## src/rtl/trr_pkg.sv

```systemverilog
package trr_pkg;

    typedef enum logic [1:0] {
        SAMP_NTH   = 2'd0,
        SAMP_FIRST = 2'd1,
        SAMP_RAND  = 2'd2,
        SAMP_OFF   = 2'd3
    } samp_mode_e;

    typedef enum logic [1:0] {
        ST_IDLE   = 2'd0,
        ST_SELECT = 2'd1,
        ST_ISSUE  = 2'd2
    } trr_state_e;

    localparam int LFSR_W = 16;

endpackage

```

## src/rtl/trr_policy.sv

```systemverilog
module trr_policy
    import trr_pkg::*;
#(
    parameter int NTH       = 4,
    parameter int FIRST_N   = 4,
    parameter logic [15:0] LFSR_SEED = 16'hACE1
) (
    input  logic              clk,
    input  logic              rst_n,
    input  logic              act_en,
    input  logic              ref_en,
    input  samp_mode_e        mode,
    input  logic [LFSR_W-1:0] rand_thresh,
    output logic              alloc_ok
);

    localparam int NTH_W = (NTH > 1) ? $clog2(NTH) : 1;
    localparam int FST_W = $clog2(FIRST_N + 1);

    logic [NTH_W-1:0]  nth_cnt;
    logic [FST_W-1:0]  first_cnt;
    logic [LFSR_W-1:0] lfsr;
    logic              fb;

    assign fb = lfsr[15] ^ lfsr[13] ^ lfsr[12] ^ lfsr[10];

    always_ff @(posedge clk) begin
        if (!rst_n) begin
            nth_cnt   <= '0;
            first_cnt <= '0;
            lfsr      <= LFSR_SEED;
        end else begin
            if (act_en) begin
                nth_cnt <= (nth_cnt == NTH_W'(NTH - 1)) ? '0 : nth_cnt + 1'b1;
                if (first_cnt < FST_W'(FIRST_N))
                    first_cnt <= first_cnt + 1'b1;
                lfsr <= {lfsr[LFSR_W-2:0], fb};
            end
            if (ref_en)
                first_cnt <= '0;
        end
    end

    always_comb begin
        unique case (mode)
            SAMP_NTH:   alloc_ok = (nth_cnt == NTH_W'(NTH - 1));
            SAMP_FIRST: alloc_ok = (first_cnt < FST_W'(FIRST_N));
            SAMP_RAND:  alloc_ok = (lfsr <= rand_thresh);
            SAMP_OFF:   alloc_ok = 1'b0;
            default:    alloc_ok = 1'b0;
        endcase
    end


    first_window_chk: assert property (@(posedge clk) disable iff (!rst_n)
        (ref_en && mode == SAMP_FIRST) |=> (mode != SAMP_FIRST || alloc_ok));


    lfsr_live_chk: assert property (@(posedge clk) disable iff (!rst_n)
        lfsr != '0);

endmodule

```

## src/rtl/trr_table.sv

```systemverilog
module trr_table #(
    parameter int ENTRIES = 4,
    parameter int ROW_W   = 8,
    parameter int CNT_W   = 8,
    parameter int THRESH  = 3
) (
    input  logic                                       clk,
    input  logic                                       rst_n,
    input  logic                                       act_en,
    input  logic [ROW_W-1:0]                           act_row,
    input  logic                                       alloc_ok,
    input  logic                                       clr_en,
    input  logic [((ENTRIES > 1) ? $clog2(ENTRIES) : 1)-1:0] clr_idx,
    output logic                                       cand_found,
    output logic [((ENTRIES > 1) ? $clog2(ENTRIES) : 1)-1:0] cand_idx,
    output logic [ROW_W-1:0]                           cand_row
);

    localparam int IDX_W = (ENTRIES > 1) ? $clog2(ENTRIES) : 1;
    localparam logic [CNT_W-1:0] CNT_MAX = '1;

    logic [ENTRIES-1:0]            vld;
    logic [ENTRIES-1:0][ROW_W-1:0] rows;
    logic [ENTRIES-1:0][CNT_W-1:0] cnts;
    logic [ENTRIES-1:0]            hit;
    logic                          any_hit, any_free;
    logic [IDX_W-1:0]              hit_idx, free_idx;
    logic [CNT_W-1:0]              best_cnt;

    for (genvar g = 0; g < ENTRIES; g++) begin : g_match
        assign hit[g] = vld[g] && (rows[g] == act_row);
    end

    always_comb begin
        any_hit  = 1'b0;
        hit_idx  = '0;
        any_free = 1'b0;
        free_idx = '0;
        for (int i = ENTRIES - 1; i >= 0; i--) begin
            if (hit[i]) begin
                any_hit = 1'b1;
                hit_idx = IDX_W'(i);
            end
            if (!vld[i]) begin
                any_free = 1'b1;
                free_idx = IDX_W'(i);
            end
        end
    end

    always_comb begin
        cand_found = 1'b0;
        cand_idx   = '0;
        cand_row   = '0;
        best_cnt   = '0;
        for (int i = 0; i < ENTRIES; i++) begin
            if (vld[i] && cnts[i] > CNT_W'(THRESH) && (!cand_found || cnts[i] > best_cnt)) begin
                cand_found = 1'b1;
                cand_idx   = IDX_W'(i);
                cand_row   = rows[i];
                best_cnt   = cnts[i];
            end
        end
    end

    always_ff @(posedge clk) begin
        if (!rst_n) begin
            vld  <= '0;
            rows <= '0;
            cnts <= '0;
        end else begin
            if (clr_en)
                vld[clr_idx] <= 1'b0;
            if (act_en) begin
                if (any_hit) begin
                    if (cnts[hit_idx] != CNT_MAX)
                        cnts[hit_idx] <= cnts[hit_idx] + 1'b1;
                end else if (alloc_ok && any_free) begin
                    vld[free_idx]  <= 1'b1;
                    rows[free_idx] <= act_row;
                    cnts[free_idx] <= CNT_W'(1);
                end
            end
        end
    end


    unique_row_chk: assert property (@(posedge clk) disable iff (!rst_n)
        $onehot0(hit));


    full_table_chk: assert property (@(posedge clk) disable iff (!rst_n)
        (act_en && !any_hit && (&vld) && !clr_en) |=> ($stable(rows) && $stable(vld)));

endmodule

```

## src/rtl/trr_guard.sv

```systemverilog
module trr_guard
    import trr_pkg::*;
#(
    parameter int ROW_W   = 8,
    parameter int ENTRIES = 4,
    parameter int CNT_W   = 8,
    parameter int THRESH  = 3,
    parameter int NTH     = 4,
    parameter int FIRST_N = 4
) (
    input  logic             clk,
    input  logic             rst_n,
    input  logic             act_valid,
    input  logic [ROW_W-1:0] act_row,
    input  logic             ref_valid,
    input  logic [1:0]       samp_mode,
    input  logic [15:0]      rand_thresh,
    output logic             vic_valid,
    output logic [ROW_W-1:0] vic_row
);

    localparam int IDX_W = (ENTRIES > 1) ? $clog2(ENTRIES) : 1;
    localparam logic [ROW_W-1:0] ROW_MAX = '1;

    trr_state_e       state, state_nxt;
    logic             act_en, ref_en, alloc_ok, clr_en, go_up;
    logic             cand_found;
    logic [IDX_W-1:0] cand_idx, sel_idx;
    logic [ROW_W-1:0] cand_row, vic_row_q, last_row;
    logic             last_up, last_vld;

    assign act_en = act_valid && !ref_valid && (state == ST_IDLE);
    assign ref_en = ref_valid && (state == ST_IDLE);

    trr_policy #(.NTH(NTH), .FIRST_N(FIRST_N)) u_policy (
        .clk         (clk),
        .rst_n       (rst_n),
        .act_en      (act_en),
        .ref_en      (ref_en),
        .mode        (samp_mode_e'(samp_mode)),
        .rand_thresh (rand_thresh),
        .alloc_ok    (alloc_ok)
    );

    trr_table #(.ENTRIES(ENTRIES), .ROW_W(ROW_W), .CNT_W(CNT_W), .THRESH(THRESH)) u_table (
        .clk        (clk),
        .rst_n      (rst_n),
        .act_en     (act_en),
        .act_row    (act_row),
        .alloc_ok   (alloc_ok),
        .clr_en     (clr_en),
        .clr_idx    (sel_idx),
        .cand_found (cand_found),
        .cand_idx   (cand_idx),
        .cand_row   (cand_row)
    );

    always_comb begin
        unique case (state)
            ST_IDLE:   state_nxt = ref_en ? ST_SELECT : ST_IDLE;
            ST_SELECT: state_nxt = cand_found ? ST_ISSUE : ST_IDLE;
            ST_ISSUE:  state_nxt = ST_IDLE;
            default:   state_nxt = ST_IDLE;
        endcase
    end

    always_ff @(posedge clk) begin
        if (!rst_n) state <= ST_IDLE;
        else        state <= state_nxt;
    end

    always_comb begin
        if (cand_row == '0)                                 go_up = 1'b1;
        else if (cand_row == ROW_MAX)                       go_up = 1'b0;
        else if (last_vld && last_row == cand_row)          go_up = !last_up;
        else                                                go_up = 1'b0;
    end

    always_ff @(posedge clk) begin
        if (!rst_n) begin
            sel_idx   <= '0;
            vic_row_q <= '0;
            last_row  <= '0;
            last_up   <= 1'b0;
            last_vld  <= 1'b0;
        end else if (state == ST_SELECT && cand_found) begin
            sel_idx   <= cand_idx;
            vic_row_q <= go_up ? cand_row + ROW_W'(1) : cand_row - ROW_W'(1);
            last_row  <= cand_row;
            last_up   <= go_up;
            last_vld  <= 1'b1;
        end
    end

    always_comb begin
        vic_valid = (state == ST_ISSUE);
        vic_row   = vic_row_q;
        clr_en    = (state == ST_ISSUE);
    end


    vic_after_ref_chk: assert property (@(posedge clk) disable iff (!rst_n)
        vic_valid |-> $past(ref_valid, 2));


    one_vic_chk: assert property (@(posedge clk) disable iff (!rst_n)
        vic_valid |=> !vic_valid);


    vic_adjacent_chk: assert property (@(posedge clk) disable iff (!rst_n)
        vic_valid |-> (vic_row == ROW_W'($past(cand_row) + 1'b1) ||
                       vic_row == ROW_W'($past(cand_row) - 1'b1)));

endmodule

```

## config.mk

```make
export PLATFORM = sky130hd
export DESIGN_NAME = trr_guard
export DESIGN_NICKNAME = d
export VERILOG_FILES = /design/src/rtl/trr_pkg.sv /design/src/rtl/trr_policy.sv /design/src/rtl/trr_table.sv /design/src/rtl/trr_guard.sv
export SDC_FILE = /design/constraint.sdc
export NUM_CORES = 1
export LEC_CHECK = 0
export BUFFER_PORTS_ARGS = -buffer_cell sky130_fd_sc_hd__clkbuf_2
export CORE_MARGIN = 8
export CORE_UTILIZATION = 45
export CTS_CLUSTER_SIZE = 14
export DETAILED_ROUTE_END_ITERATION = 7
export SETUP_SLACK_MARGIN = 0.15
export SLEW_MARGIN = 20
export SYNTH_ARGS = -nofsm -noshare
export SYNTH_HDL_FRONTEND = slang
export SYNTH_SLANG_ARGS = --single-unit
```

## constraint.sdc

```tcl
create_clock -name clk -period 19.3 [get_ports clk]
set_input_delay 4.825 -clock clk [delete_from_list [all_inputs] [get_ports clk]]
set_output_delay 4.825 -clock clk [all_outputs]
set_load 0.02 [all_outputs]
```

# Word-level counts from Yosys, hierarchy flattened
# Cells that the tools add are included.
[word_totals]
ff_bits = 111
elab_cells = 158
input_bits = 30
output_inout_bits = 9
[classes]
n_mux = 59
order_cmp = 15
reduce_logical = 36
addsub = 5
n_eq_ne = 14
n_bitwise = 11
[ops]
columns = ["operator", "count"]
rows = [
  ["$mux W32", 3],
  ["$mux W8", 11],
  ["$bwmux W32", 2],
  ["$eq A8 B8 Y1", 5],
  ["$demux W8 S2", 2],
  ["$gt A8 B2 Y1 const B", 4],
  ["$and A28 B28 Y28", 1],
  ["$not A28 Y28", 1],
  ["$gt A8 B8 Y1", 3],
  ["$mux W2", 12],
  ["$logic_and A1 B1 Y1", 20],
  ["$mux W4", 5],
  ["$mux W1", 19],
  ["$add A8 B1 Y8 const B", 2],
  ["$bmux W8 S2", 1],
  ["$le A16 B16 Y1", 1],
  ["$lt A2 B3 Y1 const B", 3],
  ["$eq A2 B2 Y1 const B", 4],
  ["$eq A8 B8 Y1 const B", 1],
  ["$logic_not A8 Y1", 1],
  ["$ne A8 B8 Y1 const B", 1],
  ["$or A4 B4 Y4", 2],
  ["$sub A8 B1 Y8 const B", 1],
  ["$ge A2 B1 Y1 const B", 3],
  ["other kinds (19)", 32],
]

# Depth between registers and ports, before layout
# Gate-level depths: netlist of run 1.
[depth]
ltp_word = 21
depth_mapped = 41
mapped_depth_nobuf = 35

# By module
# Synthesis of run 1 repeated with hierarchy kept, for this count alone.
[hier_totals]
cells_unflattened = 864
hier_area_um2 = 7235.7
[modules_own_cells]
columns = ["mod", "cells_per_inst", "area_each_um2", "instances", "seq_area_each_um2"]
rows = [
  ["trr_table", 586, 4800.9, 1, 1361.3],
  ["trr_policy", 134, 1239.9, 1, 420.4],
  ["trr_guard", 144, 1194.9, 1, 440.4],
]

# Least setup slack after synthesis of run 1
# OpenSTA, ideal clock, no wires.
[synth_timing]
path_kind = "register -> register"
startpoint = "register u_table.cnts[2] (netlist name)"
endpoint = "register vic_row_q[7] (netlist: vic_row[7])"
setup_slack_ns = 10.694
arrival_time_ns = 8.483
setup_ns = 0.123
n_path_buf = 6
path_stages_with_launch = 40
path_cell_list = "dfxtp_1 > or4_1 > o31a_1 > buf_6 > buf_6 > and2_1 > ha_1 > nand4_1 > nor2_1 > a21oi_4 > o21a_1 > buf_4 > clkbuf_1 > a21oi_1 > ha_1 > nand4_1 > nor2_1 > a211oi_1 > [4 not listed] > nor2b_1 > o211ai_1 > a211oi_1 > o31ai_2 > buf_6 > o311ai_2 > a211oi_1 > nor4b_2 > o21ai_1 > a21oi_1 > ha_1 > nor2_1 > a311o_1 > o21ai_2 > a31oi_1 > a2111o_1 > o2111ai_2 > nor3b_2"
[synth_between]
elab_chain_len = 21
word_cells_on_any_way = 36
[synth_rtl]
columns = ["item", "line", "text"]
rows = [
  ["from (decl)", "trr_table.sv:24", "logic [ENTRIES-1:0][CNT_W-1:0] cnts;"],
  ["from (signal, indexed assignment)", "trr_table.sv:77", "cnts[hit_idx] <= cnts[hit_idx] + 1'b1;"],
  ["$gt A8 B2 Y1", "trr_table.sv:57", "if (vld[i] && cnts[i] > CNT_W'(THRESH) && (!cand_found || cnts[i] > best_cnt)) begin"],
  ["$logic_and A1 B1 Y1", "trr_table.sv:57", ""],
  ["$mux W8 / $mux W1 (equally long branches)", "trr_table.sv:57", ""],
  ["$gt A8 B8 Y1 / $logic_not A1 Y1 (equally long branches)", "trr_table.sv:57", ""],
  ["$logic_or A1 B1 Y1", "trr_table.sv:57", ""],
  ["$logic_and A1 B1 Y1", "trr_table.sv:57", ""],
  ["$mux W8 / $mux W1 (equally long branches)", "trr_table.sv:57", ""],
  ["$gt A8 B8 Y1 / $logic_not A1 Y1 (equally long branches)", "trr_table.sv:57", ""],
  ["[5 not listed]", "n/a", ""],
  ["$logic_and A1 B1 Y1", "trr_table.sv:57", ""],
  ["$mux W8", "trr_table.sv:57", ""],
  ["$eq A8 B8 Y1", "trr_guard.sv:75", "else if (last_vld && last_row == cand_row) go_up = !last_up;"],
  ["$logic_and A1 B1 Y1", "trr_guard.sv:75", ""],
  ["$mux W1", "trr_guard.sv:75", ""],
  ["$mux W1", "trr_guard.sv:74", "else if (cand_row == ROW_MAX) go_up = 1'b0;"],
  ["$mux W1", "trr_guard.sv:73", "if (cand_row == '0) go_up = 1'b1;"],
  ["$mux W8", "trr_guard.sv:88", "vic_row_q <= go_up ? cand_row + ROW_W'(1) : cand_row - ROW_W'(1);"],
  ["to (signal assigned)", "trr_guard.sv:88", ""],
  ["to (decl)", "trr_guard.sv:29", "logic [ROW_W-1:0] cand_row, vic_row_q, last_row;"],
]
# Parallel ways exist; a longest one is shown, timed or not.
# A chain may end at the register's enable or synchronous reset.

# Worst setup path after layout of run 1
[layout_timing]
startpoint = "register u_table.vld[0]"
endpoint = "register vic_row_q[7] (netlist: vic_row[7])"
[layout_between]
elab_chain_len = 20
word_cells_on_any_way = 35
[layout_rtl]
columns = ["item", "line", "text"]
rows = [
  ["from (decl)", "trr_table.sv:22", "logic [ENTRIES-1:0] vld;"],
  ["from (signal assigned)", "trr_table.sv:68", "vld <= '0;"],
  ["from (signal, indexed assignment)", "trr_table.sv:73", "vld[clr_idx] <= 1'b0;"],
  ["from (signal, indexed assignment)", "trr_table.sv:79", "vld[free_idx] <= 1'b1;"],
  ["$logic_and A1 B1 Y1 *", "trr_table.sv:57", ""],
  ["$mux W8 / $mux W1 (equally long branches)", "trr_table.sv:57", ""],
  ["$gt A8 B8 Y1 / $logic_not A1 Y1 (equally long branches)", "trr_table.sv:57", ""],
  ["$logic_or A1 B1 Y1", "trr_table.sv:57", ""],
  ["$logic_and A1 B1 Y1", "trr_table.sv:57", ""],
  ["$mux W8 / $mux W1 (equally long branches)", "trr_table.sv:57", ""],
  ["$gt A8 B8 Y1 / $logic_not A1 Y1 (equally long branches)", "trr_table.sv:57", ""],
  ["$logic_or A1 B1 Y1", "trr_table.sv:57", ""],
  ["[4 not listed]", "n/a", ""],
  ["$logic_and A1 B1 Y1", "trr_table.sv:57", ""],
  ["$mux W8", "trr_table.sv:57", ""],
  ["$eq A8 B8 Y1", "trr_guard.sv:75", ""],
  ["$logic_and A1 B1 Y1", "trr_guard.sv:75", ""],
  ["$mux W1", "trr_guard.sv:75", ""],
  ["$mux W1", "trr_guard.sv:74", ""],
  ["$mux W1", "trr_guard.sv:73", ""],
  ["$mux W8", "trr_guard.sv:88", ""],
]
# Mark *: on every way between the ends. The rest lies on a longest branch, timed or not.

==> results of run 1 <==
cells in the mapped netlist (6+ instances only):
library cell,n
nor3_1,14
nor2_1,97
nand4_1,32
nand3_1,46
xnor2_1,41
o21a_1,9
ha_1,49
o21ai_0,60
o211ai_1,12
inv_1,33
a21oi_1,80
o21ai_1,7
clkbuf_1,29
buf_6,12
buf_2,8
nand2_1,76
a211oi_1,12
o22ai_1,10
o211a_1,6
and3_1,7
mux2i_1,40
a21o_1,10
nor2b_1,7
and2_1,8
dfxtp_1,111
flip-flops by register name, summed over array words and instances (netlist names), 3 cells and up:
| name | count |
|---|---|
| last_row | 8 |
| u_table.vld | 4 |
| vic_row | 8 |
| u_policy.lfsr | 16 |
| u_table.cnts | 32 |
| u_table.rows | 32 |
| u_policy.first_cnt | 3 |
power by group through the flow:
stage	Sequential [mW]	Clock (mW)	Combinational (mW)
2_1_floorplan	0.239	0	0.0266
3_3_place_gp	0.240	0	0.0343
3_5_place_dp	0.240	0	0.0345
4_1_cts	0.235	0.200	0.0347
5_1_grt	0.236	0.209	0.0385
6_report	0.235	0.194	0.0344
final cells by class:
type                       count  area (sq um)
fill                        1663          8400
multi-input combinational    715          4860
sequential                   111          2220
tap                          220           275
timing repair buffer          49           273
clock buffer                   9           225
inverter                      34           128
clock inverter                 7          78.8
path summary, 6_finish.rpt:
| kind | start | end | slack, ns | cells after the start |
|---|---|---|---|---|
| max | u_table.vld[0] | vic_row[7] | 8.31 | 34 |
| min | u_policy.lfsr[0] | u_policy.lfsr[1] | 0.45 | 2 |
| max reg2reg | u_table.vld[0] | vic_row[7] | 8.31 | 34 |
| min reg2reg | u_policy.lfsr[0] | u_policy.lfsr[1] | 0.45 | 2 |
critical path: cells and delay by family, from the launching register on:
kind            cells  cell delay [ns]
compound gates     18             7.09
fa+ha+maj           4             1.31
flops               1             0.70
simple gates       12             1.76
through the flow:
step | instances | hold slack [ns] | setup WS (ns) | util | instance area, sq um
finish | 1145 | 0.455 | 8.31 | 0.490 | 8060
global route | 1145 | 0.471 | 7.28 | 0.490 | 8060
CTS | 1145 | 0.452 | 8.36 | 0.490 | 8060
detailed placement | 1129 | 0.441 | 8.37 | 0.471 | 7760
global placement | 1129 | 0.442 | 8.62 | 0.471 | 7760
floorplan | 915 | 0.432 | 10.69 | - | 7510
routing by layer:
metal	wire [um]	GRT usage	share of wire	vias to the layer above
met5	0	0	0	-
li1	-	-	-	3329
met2	9430	0.301	0.47	170
met1	9370	0.246	0.46	3113
met3	910	0.0323	0.045	32
met4	529	0.0687	0.026	0
kinds of logic (layout without fill, tap and decap cells):
logic type	Yosys count	count (layout)	share of synthesized area
buf+inv	89	99	0.0593
fa+ha+maj	50	50	0.0843
xor+xnor	47	47	0.0558
mux	42	42	0.0578
compound gates	255	255	0.232
simple gates	321	321	0.215
flops	111	111	0.296
==> impl_metrics.py, run 1 <==
metrics = {
    "placement": {
        "io_buffers": 38,
        "hpwl_um": 15000,
        "gp_congestion": 0.908,
    },
    "global_routing": {
        "grtUsageTotal": 0.187,
        "grt_max_degree": 52,
        "grt_pass1_wl_um": 32500,
        "overflow": 0,
        "antenna_found_initial": 0,
        "grt_pass1_vias": 6108,
    },
    "logic_synthesis": {
        "yosys_warnings": 0,
        "syn-num-nets": 995,
        "synth-seq-area-share": 0.296,
        "synth.cell_area_sq_um": 7510,
        "synth_seq_cells": 111,
        "synthArstFlopShare": 0,
        "synthDistinctLibCells": 88,
        "ys.flop_type": "dfxtp_1",
        "syn_area_per_cell_sq_um": 8.20,
        "synth_largest_area_cell": "dfxtp_1",
        "synth-edff-count": 0,
        "netlist.area_leader.share": 0.296,
        "ys_top_cells_by_area": "dfxtp_1, ha_1, a21oi_1, mux2i_1, nor2_1",
        "synthCells": 915,
    },
    "clock_tree": {
        "cts_tree": "yes",
        "post_cts_buffers": 0,
        "cts_hold_buffers": 0,
        "clockBufferDepth": 2,
        "clock-root-buffer": "clkbuf_16",
        "insertion_delay_ns": 0.36,
        "cts-htree-levels": 3,
        "clkSinkCount": 111,
        "cts_inserted_buffers": 9,
        "post_cts_resized": 0,
        "clk_pin_slew_worst_paths_ns": 0.08,
    },
    "cells_and_area": {
        "drive_gt1_frac": 0.119,
        "syn2layout_area_growth_pct": 7.40,
        "mostFrequentLayoutCells": "dfxtp_1, nor2_1, a21oi_1",
        "nets": 1000,
        "diodes": 0,
        "layout_commonest_cell": "dfxtp_1",
    },
    "drt": {
        "route.antenna.remaining_nets": 0,
        "drcViolationCount": 0,
        "first_pass_iters": 6,
        "routedWlPerCell_um": 17.7,
        "vias_per_cell": 5.80,
        "vias": 6644,
        "routed_wl_um": 20200,
        "drt_iter0_markers": 733,
    },
    "pwr": {
        "netSwitchingFraction": 0.251,
        "p_total_uw": 464,
        "p_leak_nw": 3.15,
        "pwr-share-comb": 0.074,
        "netSwitchingPower_uw": 116,
        "p_int_uw": 347,
        "power_density_nw_per_um2": 57.5,
        "clockPowerShare": 0.419,
        "seq_power_share": 0.507,
        "vdd_drop_max_uv": 91.7,
    },
    "floorplanning": {
        "rows": 47,
        "start_util": 0.456,
        "die_h_um": 145,
        "coreArea_sq_um": 16500,
        "io_pins": 39,
        "die_w_um": 145,
        "design.die.area_sq_um": 21100,
    },
    "critical_path": {
        "crit_path_max_incr_delay_ns": 0.88,
        "critPathArrivalTime_ns": 11.24,
        "slowest_stage": "o31ai_2",
        "critPathMaxFanout": 20,
        "start_kind": "register",
        "worst-setup-path-type": "reg2reg",
        "endpoint_kind": "register",
        "worst-endpoint-required_ns": 19.55,
    },
    "timing": {
        "worst_slew_pin_slew_ns": 1.12,
        "fmax_ghz": 0.0910,
        "timing.final.max_slew_violations": 0,
        "period_share": 0.569,
        "rsz0062_at_grt": "false",
        "setup_viol": 0,
        "fin_skew_ns": 0.00637,
        "maxSlewHeadroom": 0.251,
        "setup_tns_ns": 0,
        "finalHoldViolCount": 0,
        "finalCriticalPeriod_ns": 10.99,
    },
    "hold_path": {
        "hold_class": "reg2reg",
    },
    "outcome": {
        "status": "finished clean",
    },
    "job": {
        "cap_violations": 0,
    },
}
No activity file was read; power rests on OpenSTA's default activity.
==> inputs of run 2 (changes only) <==
==> constraint.sdc (replaced) <==
create_clock -name clk -period 11.3 [get_ports clk]
set_input_delay 2.825 -clock clk [delete_from_list [all_inputs] [get_ports clk]]
set_output_delay 2.825 -clock clk [all_outputs]
set_load 0.02 [all_outputs]
==> impl_metrics.py, run 2 (synthesis results as in run 1) <==
metrics = {
    "outcome": {
        "status": "finished clean",
    },
    "clock_tree": {
        "post_cts_resized": 0,
        "cts_tree": "yes",
        "cts_inserted_buffers": 9,
        "clk_pin_slew_worst_paths_ns": 0.08,
        "insertion_delay_ns": 0.36,
        "cts-htree-levels": 3,
        "clock-root-buffer": "clkbuf_16",
        "clkSinkCount": 111,
        "post_cts_buffers": 0,
        "cts_hold_buffers": 0,
        "clockBufferDepth": 2,
    },
    "floorplanning": {
        "rows": 47,
        "design.die.area_sq_um": 21100,
        "coreArea_sq_um": 16500,
        "die_w_um": 145,
        "start_util": 0.456,
        "io_pins": 39,
        "die_h_um": 145,
    },
    "timing": {
        "fmax_ghz": 0.0992,
        "setup_viol": 0,
        "worst_slew_pin_slew_ns": 0.994,
        "rsz0062_at_grt": "false",
        "maxSlewHeadroom": 0.333,
        "finalHoldViolCount": 0,
        "timing.final.max_slew_violations": 0,
        "finalCriticalPeriod_ns": 10.08,
        "setup_tns_ns": 0,
        "fin_ws_ns": 1.22,
        "period_share": 0.892,
        "fin_skew_ns": 0.00842,
    },
    "cells_and_area": {
        "layout_commonest_cell": "dfxtp_1",
        "fin_area_sq_um": 8050,
        "top_regs": "u_table.cnts: 32 flops, u_table.rows: 32 flops, u_policy.lfsr: 16 flops",
        "syn2layout_area_growth_pct": 7.28,
        "drive_gt1_frac": 0.117,
        "nets": 1001,
        "utilization": 0.489,
        "diodes": 0,
        "mostFrequentLayoutCells": "dfxtp_1, nor2_1, a21oi_1",
    },
    "critical_path": {
        "crit_top_cell": "ha_1",
        "endpoint_kind": "register",
        "critPathMaxFanout": 20,
        "crit_path_max_incr_delay_ns": 0.84,
        "worst-setup-path-type": "reg2reg",
        "worst-endpoint-required_ns": 11.55,
        "start_kind": "register",
        "slowest_stage": "o31a_1",
        "critPathArrivalTime_ns": 10.33,
    },
    "drt": {
        "routed_wl_um": 20200,
        "first_pass_iters": 5,
        "drt_iter0_markers": 550,
        "vias_per_cell": 5.78,
        "route.antenna.remaining_nets": 0,
        "vias": 6619,
        "routedWlPerCell_um": 17.7,
        "drcViolationCount": 0,
    },
    "pwr": {
        "power_density_nw_per_um2": 97.1,
        "vdd_drop_max_uv": 76.7,
        "p_leak_nw": 3.14,
        "p_total_uw": 782,
    },
    "global_routing": {
        "grt_pass1_wl_um": 33100,
        "grt_pass1_vias": 6245,
        "grt_max_degree": 70,
        "grtUsageTotal": 0.189,
        "antenna_found_initial": 0,
        "overflow": 0,
    },
    "placement": {
        "gp_congestion": 0.876,
        "io_buffers": 38,
        "dpl_worst_slack_ns": 1.36,
        "post_dp_cell_area_sq_um": 7760,
        "hpwl_um": 15000,
    },
    "hold_path": {
        "hold_class": "reg2reg",
    },
    "job": {
        "cap_violations": 0,
    },
}
==> run 2: cell count changes in the layout (fill, tap and decap cells not counted) <==
cell,previous run,this run
buf_4,11,12
clkbuf_1,0,2
clkinv_2,1,0
clkinv_4,2,0
clkinvlp_4,0,1
inv_6,3,2
==> run 2: path summary, 6_finish.rpt <==
kind	start	to	slack, ns	cells past startpoint
min	u_policy.lfsr[0]	u_policy.lfsr[1]	0.45	2
max	u_table.vld[0]	vic_row[7]	1.22	35
max reg2reg	u_table.vld[0]	vic_row[7]	1.22	35
min reg2reg	u_policy.lfsr[0]	u_policy.lfsr[1]	0.45	2
==> run 2: critical path: cells and delay by family (launching register included) <==
| family | cells | cell delay [ns] |
|---|---|---|
| DFF | 1 | 0.70 |
| and+or+nand+nor | 12 | 1.76 |
| adders and majority gates | 4 | 1.27 |
| buffers and inverters | 1 | 0.21 |
| AOI/OAI and AO/OA | 18 | 6.01 |
==> run 2: routing by layer <==
layer	track usage	routed length [um]
met1	0.254	9490
met2	0.301	9280
met3	0.0289	974
met4	0.0687	489
met5	0	0
==> run 2: metrics by stage <==
step                std cells  hold WS [ns]
finish                   1145         0.454
global route             1145         0.489
CTS                      1145         0.456
detailed placement       1130         0.446
floorplan                 915         0.432
global placement         1130         0.441
==> run 2: area by class of cell <==
| class | instances | area (sq um) |
|---|---|---|
| Clock inverter | 4 | 55.1 |
| Clock buffer | 11 | 233 |
| Sequential cell | 111 | 2220 |
| Timing Repair Buffer | 50 | 280 |
| Multi-Input combinational cell | 715 | 4860 |
| Tap cell | 220 | 275 |
| Inverter | 34 | 128 |
| Fill cell | 1669 | 8410 |
==> run 2: power breakdown <==
group,switching (mW),internal (mW),total (mW),leakage (nW)
clock network,0.150,0.173,0.322,0.137
logic,0.0358,0.0224,0.0582,2.11
registers,0.00566,0.396,0.402,0.897
total,0.191,0.591,0.782,3.14
==> inputs of run 3 (changes only) <==
--- a/config.mk
+++ b/config.mk
@@ -6,7 +6,7 @@
 export NUM_CORES = 1
 export LEC_CHECK = 0
 export BUFFER_PORTS_ARGS = -buffer_cell sky130_fd_sc_hd__clkbuf_2
-export CORE_MARGIN = 8
+export CORE_MARGIN = 4
 export CORE_UTILIZATION = 45
 export CTS_CLUSTER_SIZE = 14
 export DETAILED_ROUTE_END_ITERATION = 7
==> impl_metrics.py, run 3 (synthesis results as in run 1) <==
metrics = {
    "outcome": {
        "status": "finished clean",
    },
    "placement": {
        "gp_congestion": 0.920,
        "io_buffers": 38,
        "place_inst": 1126,
        "dpl_worst_slack_ns": 0.944,
        "hpwl_um": 14900,
        "post_dp_cell_area_sq_um": 7760,
    },
    "cells_and_area": {
        "drive_gt1_frac": 0.119,
        "mostFrequentLayoutCells": "dfxtp_1, nor2_1, a21oi_1",
        "layout_commonest_cell": "dfxtp_1",
        "fin_cells": 1141,
        "fin_area_sq_um": 8060,
        "syn2layout_area_growth_pct": 7.32,
        "diodes": 0,
        "nets": 1001,
        "utilization": 0.500,
        "top_regs": "u_table.cnts: 32 flops, u_table.rows: 32 flops, u_policy.lfsr: 16 flops",
    },
    "timing": {
        "setup_tns_ns": 0,
        "setup_viol": 0,
        "finalHoldViolCount": 0,
        "timing.hold.ws_ns": 0.453,
        "fin_skew_ns": 0.00627,
        "worst_slew_pin_slew_ns": 1.13,
        "maxSlewHeadroom": 0.240,
        "rsz0062_at_grt": "false",
        "period_share": 0.884,
        "timing.final.max_slew_violations": 0,
        "fin_ws_ns": 1.31,
        "fmax_ghz": 0.100,
        "finalCriticalPeriod_ns": 9.99,
    },
    "global_routing": {
        "grt_max_degree": 71,
        "grt_pass1_vias": 6005,
        "grtUsageTotal": 0.219,
        "overflow": 0,
        "grt_pass1_wl_um": 32200,
        "antenna_found_initial": 0,
    },
    "floorplanning": {
        "design.die.area_sq_um": 18800,
        "coreArea_sq_um": 16100,
        "die_h_um": 137,
        "io_pins": 39,
        "rows": 46,
        "die_w_um": 137,
        "start_util": 0.466,
    },
    "critical_path": {
        "crit_path_max_incr_delay_ns": 0.78,
        "endpoint_kind": "register",
        "rr_endpoint": "vic_row[7]",
        "ff2ff_setup_slack_ns": 1.31,
        "rr_startpoint": "u_table.cnts[2]",
        "critPathArrivalTime_ns": 10.25,
        "slowest_stage": "a211oi_1",
        "start_kind": "register",
        "r2r_cells": 34,
        "critPathMaxFanout": 20,
        "endpoint": "vic_row[7]",
        "worst-setup-path-type": "reg2reg",
        "worst-endpoint-required_ns": 11.55,
        "cp-startpoint": "u_table.cnts[2]",
    },
    "clock_tree": {
        "clockBufferDepth": 2,
        "cts_tree": "yes",
        "insertion_delay_ns": 0.36,
        "cts_inserted_buffers": 9,
        "clock-root-buffer": "clkbuf_16",
        "cts_hold_buffers": 0,
        "clk_pin_slew_worst_paths_ns": 0.07,
        "cts-htree-levels": 3,
        "clkSinkCount": 111,
    },
    "drt": {
        "vias": 6688,
        "met2_length_um": 9120,
        "met3_length_um": 1170,
        "vias_per_cell": 5.86,
        "dr.max_layer_used": "met4",
        "wl_met1_um": 9590,
        "route.antenna.remaining_nets": 0,
        "drcViolationCount": 0,
        "routed_wl_um": 20300,
        "first_pass_iters": 5,
        "routedWlPerCell_um": 17.8,
        "drt_iter0_markers": 532,
    },
    "pwr": {
        "power_density_nw_per_um2": 96.4,
        "vdd_drop_max_uv": 79.8,
        "seq_power_share": 0.517,
        "p_leak_nw": 3.14,
        "clockPowerShare": 0.408,
        "netSwitchingPower_uw": 192,
        "pwr-share-comb": 0.075,
        "p_int_uw": 585,
        "p_total_uw": 777,
        "netSwitchingFraction": 0.247,
    },
    "hold_path": {
        "holdPathStages": 2,
        "hold_class": "reg2reg",
    },
    "job": {
        "cap_violations": 0,
    },
}
[run 3: layer usage]
metal | GRT usage | up-vias
met3 | 0.0375 | 38
met2 | 0.330 | 201
met4 | 0.0771 | 0
li1 | - | 3325
met1 | 0.315 | 3124
met5 | 0 | -
[run 3: worst min path at each step]
stage                         from             endpoint  slack [ns]
2_1_floorplan     u_policy.lfsr[0]     u_policy.lfsr[1]        0.43
4_1_cts           u_policy.lfsr[0]     u_policy.lfsr[1]        0.45
3_5_place_dp      u_policy.lfsr[0]     u_policy.lfsr[1]        0.44
3_3_place_gp      u_policy.lfsr[0]     u_policy.lfsr[1]        0.44
6_report          u_policy.lfsr[0]     u_policy.lfsr[1]        0.45
5_1_grt        u_policy.nth_cnt[1]  u_policy.nth_cnt[1]        0.48
[run 3: cell type report]
| type | count | area [sq um] |
|---|---|---|
| clock buffers | 13 | 270 |
| clock inverters | 2 | 15.0 |
| fillers | 1617 | 8060 |
| inverters | 34 | 128 |
| multi-input cells | 715 | 4870 |
| flip-flops and latches | 111 | 2220 |
| well taps | 216 | 270 |
| repair buffers | 50 | 280 |
[run 3: critical path: cells and delay by family (launching register included)]
family                   cells  cell delay, ns
adder cells (fa/ha/maj)      4            1.23
flip-flops                   1            0.34
AO/OA/AOI/OAI               17            5.63
AND/OR/NAND/NOR             13            2.68
[run 3: timing repair]
action / in CTS / in global routing
gates resized for setup: 0 / 2
buffers inserted: 0 / 0
endpoints found under the setup margin: 0 / 2
[run 3: power groups by stage]
stage,combinational (mW),clock [mW],sequential [mW]
3_5_place_dp,0.0588,0,0.411
6_report,0.0585,0.317,0.402
4_1_cts,0.0590,0.323,0.401
3_3_place_gp,0.0584,0,0.411
2_1_floorplan,0.0454,0,0.409
5_1_grt,0.0658,0.339,0.402
